==> src/rtl/irq_pkg.sv <==
package irq_pkg;
  localparam int NSRC      = 4;
  localparam int SRC_ADC   = 0;
  localparam int SRC_CHAN  = 1;
  localparam int SRC_AMP   = 2;
  localparam int SRC_LOCK  = 3;

  localparam logic [1:0] ADDR_EVT  = 2'd0;
  localparam logic [1:0] ADDR_LIVE = 2'd1;
  localparam logic [1:0] ADDR_MASK = 2'd2;
  localparam logic [1:0] ADDR_AMP  = 2'd3;

  // next value of a latched flag: a new set wins over a clear
  function automatic logic sticky_next(input logic cur, input logic set, input logic clr);
    return set | (cur & ~clr);
  endfunction

  // interrupt line from flags and enables
  function automatic logic irq_reduce(input logic [NSRC-1:0] evt, input logic [NSRC-1:0] msk);
    return |(evt & msk);
  endfunction

  // live status word: over-range, lock, then channels
  function automatic logic [31:0] live_word(input logic adc, input logic lock, input logic [31:0] ch);
    return 32'(adc) | (32'(lock) << 1) | (ch << 2);
  endfunction
endpackage

==> src/rtl/irq_edge_det.sv <==
module irq_edge_det #(
  parameter int W = 4
) (
  input  logic         clk,
  input  logic         rst_n,
  input  logic [W-1:0] cond_i,
  output logic [W-1:0] rise_o
);
  logic [W-1:0] prev_q;

  for (genvar i = 0; i < W; i++) begin : g_bit
    always_ff @(posedge clk) begin
      if (!rst_n) prev_q[i] <= 1'b0;
      else        prev_q[i] <= cond_i[i];
    end
    assign rise_o[i] = cond_i[i] & ~prev_q[i];


    level_no_rise_chk: assert property (@(posedge clk) disable iff (!rst_n)
      (cond_i[i] && $past(cond_i[i]) && $past(rst_n)) |-> !rise_o[i]);
  end
endmodule

==> src/rtl/irq_sticky.sv <==
module irq_sticky (
  input  logic clk,
  input  logic rst_n,
  input  logic set_i,
  input  logic clr_i,
  output logic evt_o
);
  import irq_pkg::*;

  always_ff @(posedge clk) begin
    if (!rst_n) evt_o <= 1'b0;
    else        evt_o <= sticky_next(evt_o, set_i, clr_i);
  end


  set_latch_chk: assert property (@(posedge clk) disable iff (!rst_n)
    set_i |=> evt_o);

  hold_chk: assert property (@(posedge clk) disable iff (!rst_n)
    (evt_o && !clr_i) |=> evt_o);

  clear_chk: assert property (@(posedge clk) disable iff (!rst_n)
    (clr_i && !set_i) |=> !evt_o);

  set_wins_chk: assert property (@(posedge clk) disable iff (!rst_n)
    (clr_i && set_i) |=> evt_o);
endmodule

==> src/rtl/irq_regfile.sv <==
module irq_regfile
  import irq_pkg::*;
#(
  parameter int DW   = 8,
  parameter int NCH  = 3,
  parameter int NAMP = 4
) (
  input  logic            clk,
  input  logic            rst_n,
  input  logic            wr_en,
  input  logic [1:0]      wr_addr,
  input  logic [NSRC-1:0] wr_data,
  input  logic            rd_strobe,
  input  logic [1:0]      rd_addr,
  input  logic [NSRC-1:0] evt_i,
  input  logic            adc_live,
  input  logic            lock_live,
  input  logic [NCH-1:0]  ch_live,
  input  logic [NAMP-1:0] amp_live,
  output logic [NSRC-1:0] mask_o,
  output logic            evt_clear_o,
  output logic [DW-1:0]   rd_data
);
  logic        mask_hit;
  logic [31:0] live32;

  assign mask_hit    = wr_en && (wr_addr == ADDR_MASK);
  assign evt_clear_o = rd_strobe && (rd_addr == ADDR_EVT);
  assign live32      = live_word(adc_live, lock_live, 32'(ch_live));

  always_ff @(posedge clk) begin
    if (!rst_n)        mask_o <= '0;
    else if (mask_hit) mask_o <= wr_data;
  end

  always_comb begin
    case (rd_addr)
      ADDR_EVT:  rd_data = DW'(evt_i);
      ADDR_LIVE: rd_data = live32[DW-1:0];
      ADDR_MASK: rd_data = DW'(mask_o);
      default:   rd_data = DW'(amp_live);
    endcase
  end


  mask_stable_chk: assert property (@(posedge clk) disable iff (!rst_n)
    !(wr_en && wr_addr == ADDR_MASK) |=> $stable(mask_o));

  mask_load_chk: assert property (@(posedge clk) disable iff (!rst_n)
    (wr_en && wr_addr == ADDR_MASK) |=> (mask_o == $past(wr_data)));
endmodule

==> src/rtl/irq_collector.sv <==
module irq_collector
  import irq_pkg::*;
#(
  parameter int DW   = 8,
  parameter int NCH  = 3,
  parameter int NAMP = 4
) (
  input  logic            clk,
  input  logic            rst_n,
  input  logic            adc_ovr,
  input  logic [NCH-1:0]  ch_clip,
  input  logic [NAMP-1:0] amp_fault,
  input  logic            src_lock,
  input  logic            wr_en,
  input  logic [1:0]      wr_addr,
  input  logic [NSRC-1:0] wr_data,
  input  logic            rd_strobe,
  input  logic [1:0]      rd_addr,
  output logic [DW-1:0]   rd_data,
  output logic            irq
);
  localparam int NCOND = 2 + NCH + NAMP;
  localparam int CH_LO = 1;
  localparam int AM_LO = 1 + NCH;
  localparam int LK_AT = 1 + NCH + NAMP;

  logic [NCOND-1:0] cond_vec, rise_vec;
  logic [NCH-1:0]   ch_rise;
  logic [NAMP-1:0]  amp_rise;
  logic [NSRC-1:0]  src_rise, evt, mask;
  logic             evt_clear;

  assign cond_vec = {src_lock, amp_fault, ch_clip, adc_ovr};

  irq_edge_det #(.W(NCOND)) u_edge (
    .clk(clk), .rst_n(rst_n), .cond_i(cond_vec), .rise_o(rise_vec)
  );

  assign ch_rise  = rise_vec[CH_LO +: NCH];
  assign amp_rise = rise_vec[AM_LO +: NAMP];

  assign src_rise[SRC_ADC]  = rise_vec[0];
  assign src_rise[SRC_CHAN] = |ch_rise;
  assign src_rise[SRC_AMP]  = |amp_rise;
  assign src_rise[SRC_LOCK] = rise_vec[LK_AT];

  for (genvar s = 0; s < NSRC; s++) begin : g_src
    irq_sticky u_flag (
      .clk(clk), .rst_n(rst_n), .set_i(src_rise[s]), .clr_i(evt_clear), .evt_o(evt[s])
    );


    rise_irq_chk: assert property (@(posedge clk) disable iff (!rst_n)
      (src_rise[s] && mask[s] && !wr_en) |=> irq);
  end

  irq_regfile #(.DW(DW), .NCH(NCH), .NAMP(NAMP)) u_regs (
    .clk(clk), .rst_n(rst_n),
    .wr_en(wr_en), .wr_addr(wr_addr), .wr_data(wr_data),
    .rd_strobe(rd_strobe), .rd_addr(rd_addr),
    .evt_i(evt), .adc_live(adc_ovr), .lock_live(src_lock),
    .ch_live(ch_clip), .amp_live(amp_fault),
    .mask_o(mask), .evt_clear_o(evt_clear), .rd_data(rd_data)
  );

  assign irq = irq_reduce(evt, mask);


  mask_none_chk: assert property (@(posedge clk) disable iff (!rst_n)
    (mask == '0) |-> !irq);

  irq_drop_chk: assert property (@(posedge clk) disable iff (!rst_n)
    (evt_clear && src_rise == '0) |=> !irq);

  chan_any_chk: assert property (@(posedge clk) disable iff (!rst_n)
    (|ch_rise) |=> evt[SRC_CHAN]);

  amp_any_chk: assert property (@(posedge clk) disable iff (!rst_n)
    (|amp_rise) |=> evt[SRC_AMP]);
endmodule

==> config.mk <==
export PLATFORM = sky130hd
export DESIGN_NAME = irq_collector
export DESIGN_NICKNAME = d
export VERILOG_FILES = /design/src/rtl/irq_pkg.sv /design/src/rtl/irq_edge_det.sv /design/src/rtl/irq_sticky.sv /design/src/rtl/irq_regfile.sv /design/src/rtl/irq_collector.sv
export SDC_FILE = /design/constraint.sdc
export NUM_CORES = 1
export LEC_CHECK = 0
export BUFFER_PORTS_ARGS = -buffer_cell sky130_fd_sc_hd__buf_2
export CAP_MARGIN = 10
export CORE_UTILIZATION = 49
export CTS_CLUSTER_DIAMETER = 50
export DETAILED_ROUTE_END_ITERATION = 8
export GPL_TIMING_DRIVEN = 0
export PLACE_DENSITY = 0.87
export SETUP_SLACK_MARGIN = 0.02
export SLEW_MARGIN = 20
export SYNTH_ARGS = -nofsm -noshare
export SYNTH_HDL_FRONTEND = slang
export SYNTH_SLANG_ARGS = --single-unit
==> constraint.sdc <==
create_clock -name clk -period 1.9 [get_ports clk]
set_input_delay 0.095 -clock clk [delete_from_list [all_inputs] [get_ports clk]]
set_output_delay 0.095 -clock clk [all_outputs]
set_load 0.01 [all_outputs]
After elaboration in Yosys (flattened, before gate mapping)
Cells that the tools add are included.
Widths: inputs -> output; s select.
- bits in registers: 17
- input bits: 21
- word-level logic and storage cells: 54
- equality and inequality tests: 3
- muxes and demuxes: 1
- bitwise operators: 30
- reductions and logical operators: 6
- operator list (operator ; number):
    $pmux 8 s3 ; 1
    $and 1x1->1 ; 13
    $not 1->1 ; 10
    $or 8x5->8 ; 1
    $reduce_or 4->1 ; 2
    $and 4x4->4 ; 1
    $eq 2x2->1 const B ; 2
    $or 1x1->1 ; 4
    $reduce_or 3->1 ; 1
    $eq 2x1->1 const B ; 1
    $logic_and 1x1->1 ; 2
    $logic_not 2->1 ; 1
    $or 1x2->2 ; 1

Depth between registers and ports, before layout
- depth in word-level cells: 5
- depth in mapped cells: 4
- gate-level depth less buffers: 3

Modules after synthesis
From an unflattened synthesis, not the netlist that was laid out.
- cell total of the unflattened synthesis: 75
- area, all modules: 800.8 um^2
- modules (own cells, without submodules) (module ; instances ; cells an instance ; area each (um^2) ; seq. area each (um^2)):
    irq_regfile ; 1 ; 31 ; 310.3 ; 80.1
    irq_edge_det ; 1 ; 27 ; 292.8 ; 180.2
    irq_sticky ; 4 ; 3 ; 41.3 ; 20.0
    irq_collector ; 1 ; 5 ; 32.5 ; 0.0

Worst setup path after synthesis
Ideal clock, no wire load.
- path type: input to register
- from: in rd_addr[0]
- to: reg g_src[2].u_flag.evt_o
- arrival: 0.974 ns
- slack: 0.807 ns
- stages: 4
- buffers on the path: 1
- cells stage by stage: buf_6 or3b_4 and2_1 o31a_1
- longest elaborated chain between the ends: 5
- RTL lines (item ; line ; RTL):
    start, declared ; irq_collector.sv:18 ; input logic [1:0] rd_addr,
    $logic_not 2->1 ; irq_regfile.sv:28 ; assign evt_clear_o = rd_strobe && (rd_addr == ADDR_EVT);
    $logic_and 1x1->1 ; irq_regfile.sv:28 ;
    $not 1->1 ; irq_pkg.sv:15 ; return set | (cur & ~clr);
    $and 1x1->1 ; irq_pkg.sv:15 ;
    $or 1x1->1 ; irq_pkg.sv:15 ;
    end signal, assigned ; irq_sticky.sv:12 ; else evt_o <= sticky_next(evt_o, set_i, clr_i);
    end, declared ; irq_sticky.sv:6 ; output logic evt_o
Every way passes these cells.
A chain may end at the register's enable or synchronous reset.

Final worst setup path
- from: reg u_regs.mask_o[2]
- to: out rd_data[2]
- longest elaborated chain between the ends: 1
- RTL lines (item ; line ; RTL):
    start, declared ; irq_regfile.sv:20 ; output logic [NSRC-1:0] mask_o,
    start signal, assigned ; irq_regfile.sv:33 ; else if (mask_hit) mask_o <= wr_data;
    $pmux 8 s3 ; irq_regfile.sv:37 ; case (rd_addr)
    end, declared ; irq_collector.sv:19 ; output logic [DW-1:0] rd_data,
Every way passes these cells.

==> metrics.txt <==
# TYPE chip_impl_metric gauge
chip_impl_info{name="status",value="finished clean"} 1
chip_impl_metric{name="grt_start_max_net_pins",unit=""} 11
chip_impl_metric{name="post-cts-setup-buffers",unit=""} 0
chip_impl_metric{name="timing.final.crit_share",unit=""} 0.722
chip_impl_info{name="regToRegStartpoint",value="u_edge.prev_q[1]$_SDFF_PN0_"} 1
chip_impl_metric{name="ios",unit=""} 30
chip_impl_info{name="synthTopCellsByCount",value="sky130_fd_sc_hd__dfxtp_1 (17), sky130_fd_sc_hd__and2_1 (10), sky130_fd_sc_hd__nor2b_1 (8)"} 1
chip_impl_metric{name="critPathArrivalTime",unit="ns"} 1.28
chip_impl_metric{name="drt-vias-per-instance",unit=""} 5.20
chip_impl_metric{name="final.setup.tns",unit="ns"} 0
chip_impl_metric{name="grt_pass1_vias",unit=""} 553
chip_impl_metric{name="nFillCells",unit=""} 115
chip_impl_info{name="synth.top_cells.by_area",value="sky130_fd_sc_hd__dfxtp_1 (45%), sky130_fd_sc_hd__mux4_1 (14%), sky130_fd_sc_hd__and2_1 (8.2%)"} 1
chip_impl_metric{name="clock_insertion_delay_worst_skew",unit="ns"} 0.29
chip_impl_metric{name="synth-async-reset-ratio",unit=""} 0
chip_impl_metric{name="cts_num_sinks",unit=""} 17
chip_impl_metric{name="finalWorstSetupSlack",unit="ns"} 0.528
chip_impl_info{name="critical_path.startpoint_type",value="register"} 1
chip_impl_metric{name="static_leakage",unit="nW"} 0.479
chip_impl_info{name="startpoint",value="u_regs.mask_o[2]$_SDFFE_PN0P_"} 1
chip_impl_metric{name="finalWirelength",unit="mm"} 1.52
chip_impl_info{name="hold_class",value="input port to register"} 1
chip_impl_metric{name="layout-drive-gt1-share",unit=""} 0.324
chip_impl_metric{name="gpl.final_weighted_congestion",unit=""} 0.708
chip_impl_metric{name="vias",unit=""} 608
chip_impl_info{name="synthMostInstantiatedCell",value="sky130_fd_sc_hd__dfxtp_1"} 1
chip_impl_metric{name="route.detailed.drc",unit=""} 0
chip_impl_info{name="worst_setup_path_type",value="register to output port"} 1
chip_impl_metric{name="cts_max_level",unit=""} 1
chip_impl_info{name="rsz0062_at_grt",value="false"} 1
chip_impl_metric{name="ctsHoldBuffers",unit=""} 0
chip_impl_metric{name="fin_hold_ws",unit="ns"} 0.0258
chip_impl_metric{name="post_synthesis_sequential_element_count",unit=""} 17
chip_impl_metric{name="setup-violations-final",unit=""} 0
chip_impl_metric{name="antennaDiodeCount",unit=""} 0
chip_impl_info{name="endpoint",value="rd_data[2]"} 1
chip_impl_metric{name="grt_antenna_before_repair",unit=""} 0
chip_impl_metric{name="final_design_area_no_fill",unit="um^2"} 941
chip_impl_metric{name="design.final.nets",unit=""} 124
chip_impl_metric{name="powerDensity",unit="mW/mm^2"} 728
chip_impl_metric{name="ant_nets",unit=""} 0
chip_impl_info{name="synth_top_cell_by_area",value="sky130_fd_sc_hd__dfxtp_1"} 1
chip_impl_info{name="reg2reg_capture_point",value="g_src[1].u_flag.evt_o$_SDFF_PN0_"} 1
chip_impl_metric{name="die_y",unit="um"} 41.5
chip_impl_info{name="yosys_most_used_dff",value="sky130_fd_sc_hd__dfxtp_1"} 1
chip_impl_metric{name="core-area",unit="mm^2"} 0.00137
chip_impl_metric{name="globalRouteOverflowTotal",unit=""} 0
chip_impl_metric{name="initial_utilization",unit=""} 0.559
chip_impl_metric{name="synthDominantCellAreaShare",unit=""} 0.446
chip_impl_metric{name="cts_buffers",unit=""} 3
chip_impl_metric{name="synthCells",unit=""} 71
chip_impl_info{name="clk_root_buffer_cell",value="sky130_fd_sc_hd__clkbuf_4"} 1
chip_impl_metric{name="final_core_util",unit=""} 0.689
chip_impl_metric{name="fmax",unit="MHz"} 729
chip_impl_metric{name="global_route.usage.total",unit=""} 0.185
chip_impl_metric{name="layout_skew",unit="ns"} 0.00773
chip_impl_metric{name="vdd.ir_drop.worst",unit="uV"} 565
chip_impl_metric{name="depth_of_the_worst_register_to_register_path",unit=""} 3
chip_impl_metric{name="place_ws",unit="ns"} 0.731
chip_impl_metric{name="timing_max_transition_violations_final",unit=""} 0
chip_impl_metric{name="routedWlPerCell",unit="um"} 13.0
chip_impl_metric{name="placementRows",unit=""} 13
chip_impl_metric{name="count_of_flip_flops_with_a_built_in_enable_after_synthesis",unit=""} 0
chip_impl_metric{name="maxCapViolCount",unit=""} 0
chip_impl_info{name="cts_tree",value="done"} 1
chip_impl_metric{name="synth-seq-area-share",unit=""} 0.446
chip_impl_metric{name="post_cts_resize_count",unit=""} 0
chip_impl_metric{name="placedInstanceArea",unit="um^2"} 915
chip_impl_metric{name="path_clk_slew",unit="ns"} 0.10
chip_impl_metric{name="timing.critical_path.fanout_max",unit=""} 3
chip_impl_metric{name="worstPathRequired",unit="ns"} 1.80
chip_impl_metric{name="detail_route.first_pass.iterations",unit=""} 4
chip_impl_metric{name="drt_iter0_drc",unit=""} 16
chip_impl_metric{name="syn_area",unit="um^2"} 763
chip_impl_metric{name="portBuffers",unit=""} 25
chip_impl_metric{name="post-route-min-period",unit="ns"} 1.37
chip_impl_metric{name="fp.dieArea",unit="mm^2"} 0.00172
chip_impl_metric{name="timing.final.hold_violations",unit=""} 0
chip_impl_metric{name="layout-area-overhead-vs-synth",unit="%"} 23.3
chip_impl_metric{name="synth_warnings",unit=""} 0
chip_impl_metric{name="dieWidth",unit="um"} 41.5
chip_impl_metric{name="clockBufferDepth",unit=""} 2
chip_impl_metric{name="first_pass_grt_wire_length",unit="mm"} 2.45
chip_impl_metric{name="post_synth_num_cell_types",unit=""} 20
chip_impl_metric{name="reg2reg_setup_slack",unit="ns"} 0.93
chip_impl_metric{name="synthesis.area_per_instance",unit="um^2"} 10.7
chip_impl_info{name="worstSetupEndpointType",value="output port"} 1
==> cell families (layout without fill, tap and decap cells) <==
group / Yosys count / in the layout / share of synthesized area
buffers and inverters: 12 / 41 / 0.0836
muxes: 8 / 8 / 0.190
DFF: 17 / 17 / 0.446
and+or+nand+nor: 24 / 24 / 0.192
other: 1 / 3 / 0.00491
AOI/OAI and AO/OA: 9 / 9 / 0.0836
==> worst max-delay path, stage by stage (launching register included) <==
cell	delay (ns)
sky130_fd_sc_hd__dfxtp_1	0.35
sky130_fd_sc_hd__mux4_1	0.49
sky130_fd_sc_hd__buf_2	0.15
==> worst min path at each step <==
stage | startpoint | to | slack [ns] | depth (start not counted)
after floorplan | adc_ovr | u_edge.prev_q[0]$_SDFF_PN0_ | 0.22 | 1
after global placement | adc_ovr | u_edge.prev_q[0]$_SDFF_PN0_ | 0.32 | 2
after detailed placement | ch_clip[0] | u_edge.prev_q[1]$_SDFF_PN0_ | 0.33 | 2
after CTS | ch_clip[0] | u_edge.prev_q[1]$_SDFF_PN0_ | 0.02 | 2
after global routing | src_lock | u_edge.prev_q[8]$_SDFF_PN0_ | 0.02 | 2
final | src_lock | u_edge.prev_q[8]$_SDFF_PN0_ | 0.03 | 2
==> per-layer routing <==
layer	vias to the layer above	global-route usage	share of wire
met2	20	0.294	0.47
met3	2	0.0261	0.047
met5	-	0	0
met1	286	0.252	0.47
li1	300	-	-
met4	0	0.0774	0.0092
==> sequential cells by signal (all words and copies together) (netlist names) <==
name and flops:
g_src.u_flag.evt_o 4, u_edge.prev_q 9, u_regs.mask_o 4
==> layout by cell type (no fill, tap or decap) <==
| cell | Yosys | final |
|---|---|---|
| sky130_fd_sc_hd__or3b_4 | 1 | 1 |
| sky130_fd_sc_hd__nor2_1 | 1 | 1 |
| sky130_fd_sc_hd__inv_1 | 7 | 7 |
| sky130_fd_sc_hd__nand2_1 | 3 | 3 |
| sky130_fd_sc_hd__clkbuf_4 | 0 | 3 |
| sky130_fd_sc_hd__o22ai_1 | 2 | 2 |
| sky130_fd_sc_hd__a22oi_1 | 2 | 2 |
| sky130_fd_sc_hd__nor2b_1 | 8 | 8 |
| sky130_fd_sc_hd__buf_6 | 1 | 1 |
| sky130_fd_sc_hd__o31a_1 | 1 | 1 |
| sky130_fd_sc_hd__mux4_1 | 4 | 4 |
| sky130_fd_sc_hd__a21boi_0 | 1 | 1 |
| sky130_fd_sc_hd__a21oi_1 | 2 | 2 |
| sky130_fd_sc_hd__buf_2 | 0 | 25 |
| sky130_fd_sc_hd__conb_1 | 1 | 3 |
| sky130_fd_sc_hd__dfxtp_1 | 17 | 17 |
| sky130_fd_sc_hd__clkbuf_1 | 1 | 2 |
| sky130_fd_sc_hd__buf_4 | 3 | 3 |
| sky130_fd_sc_hd__a222oi_1 | 1 | 1 |
| sky130_fd_sc_hd__and2_1 | 10 | 10 |
| sky130_fd_sc_hd__nand3b_1 | 1 | 1 |
| sky130_fd_sc_hd__mux2i_1 | 4 | 4 |
==> power by group <==
| group | internal, mW | switching, mW | total [mW] |
|---|---|---|---|
| registers | 0.376 | 0.00978 | 0.386 |
| clock network | 0.0815 | 0.109 | 0.190 |
| logic | 0.0617 | 0.0476 | 0.109 |
==> area by class of cell <==
class                      instances  area (um^2)  share of cell area
multi-input combinational         44          367               0.390
sequential                        17          340               0.362
buffer                             5         37.5              0.0399
clock buffer                       4         26.3              0.0279
timing repair buffer              25          125               0.133
tap                               15         18.8              0.0199
inverter                           7         26.3              0.0279
==> metrics by stage <==
stage,power [mW],std cells
floorplan,0.457,73
global placement,0.498,113
detailed placement,0.503,113
CTS,0.690,117
global route,0.721,117
finish,0.685,117
Note: power is estimated with default switching activity, not from simulation.
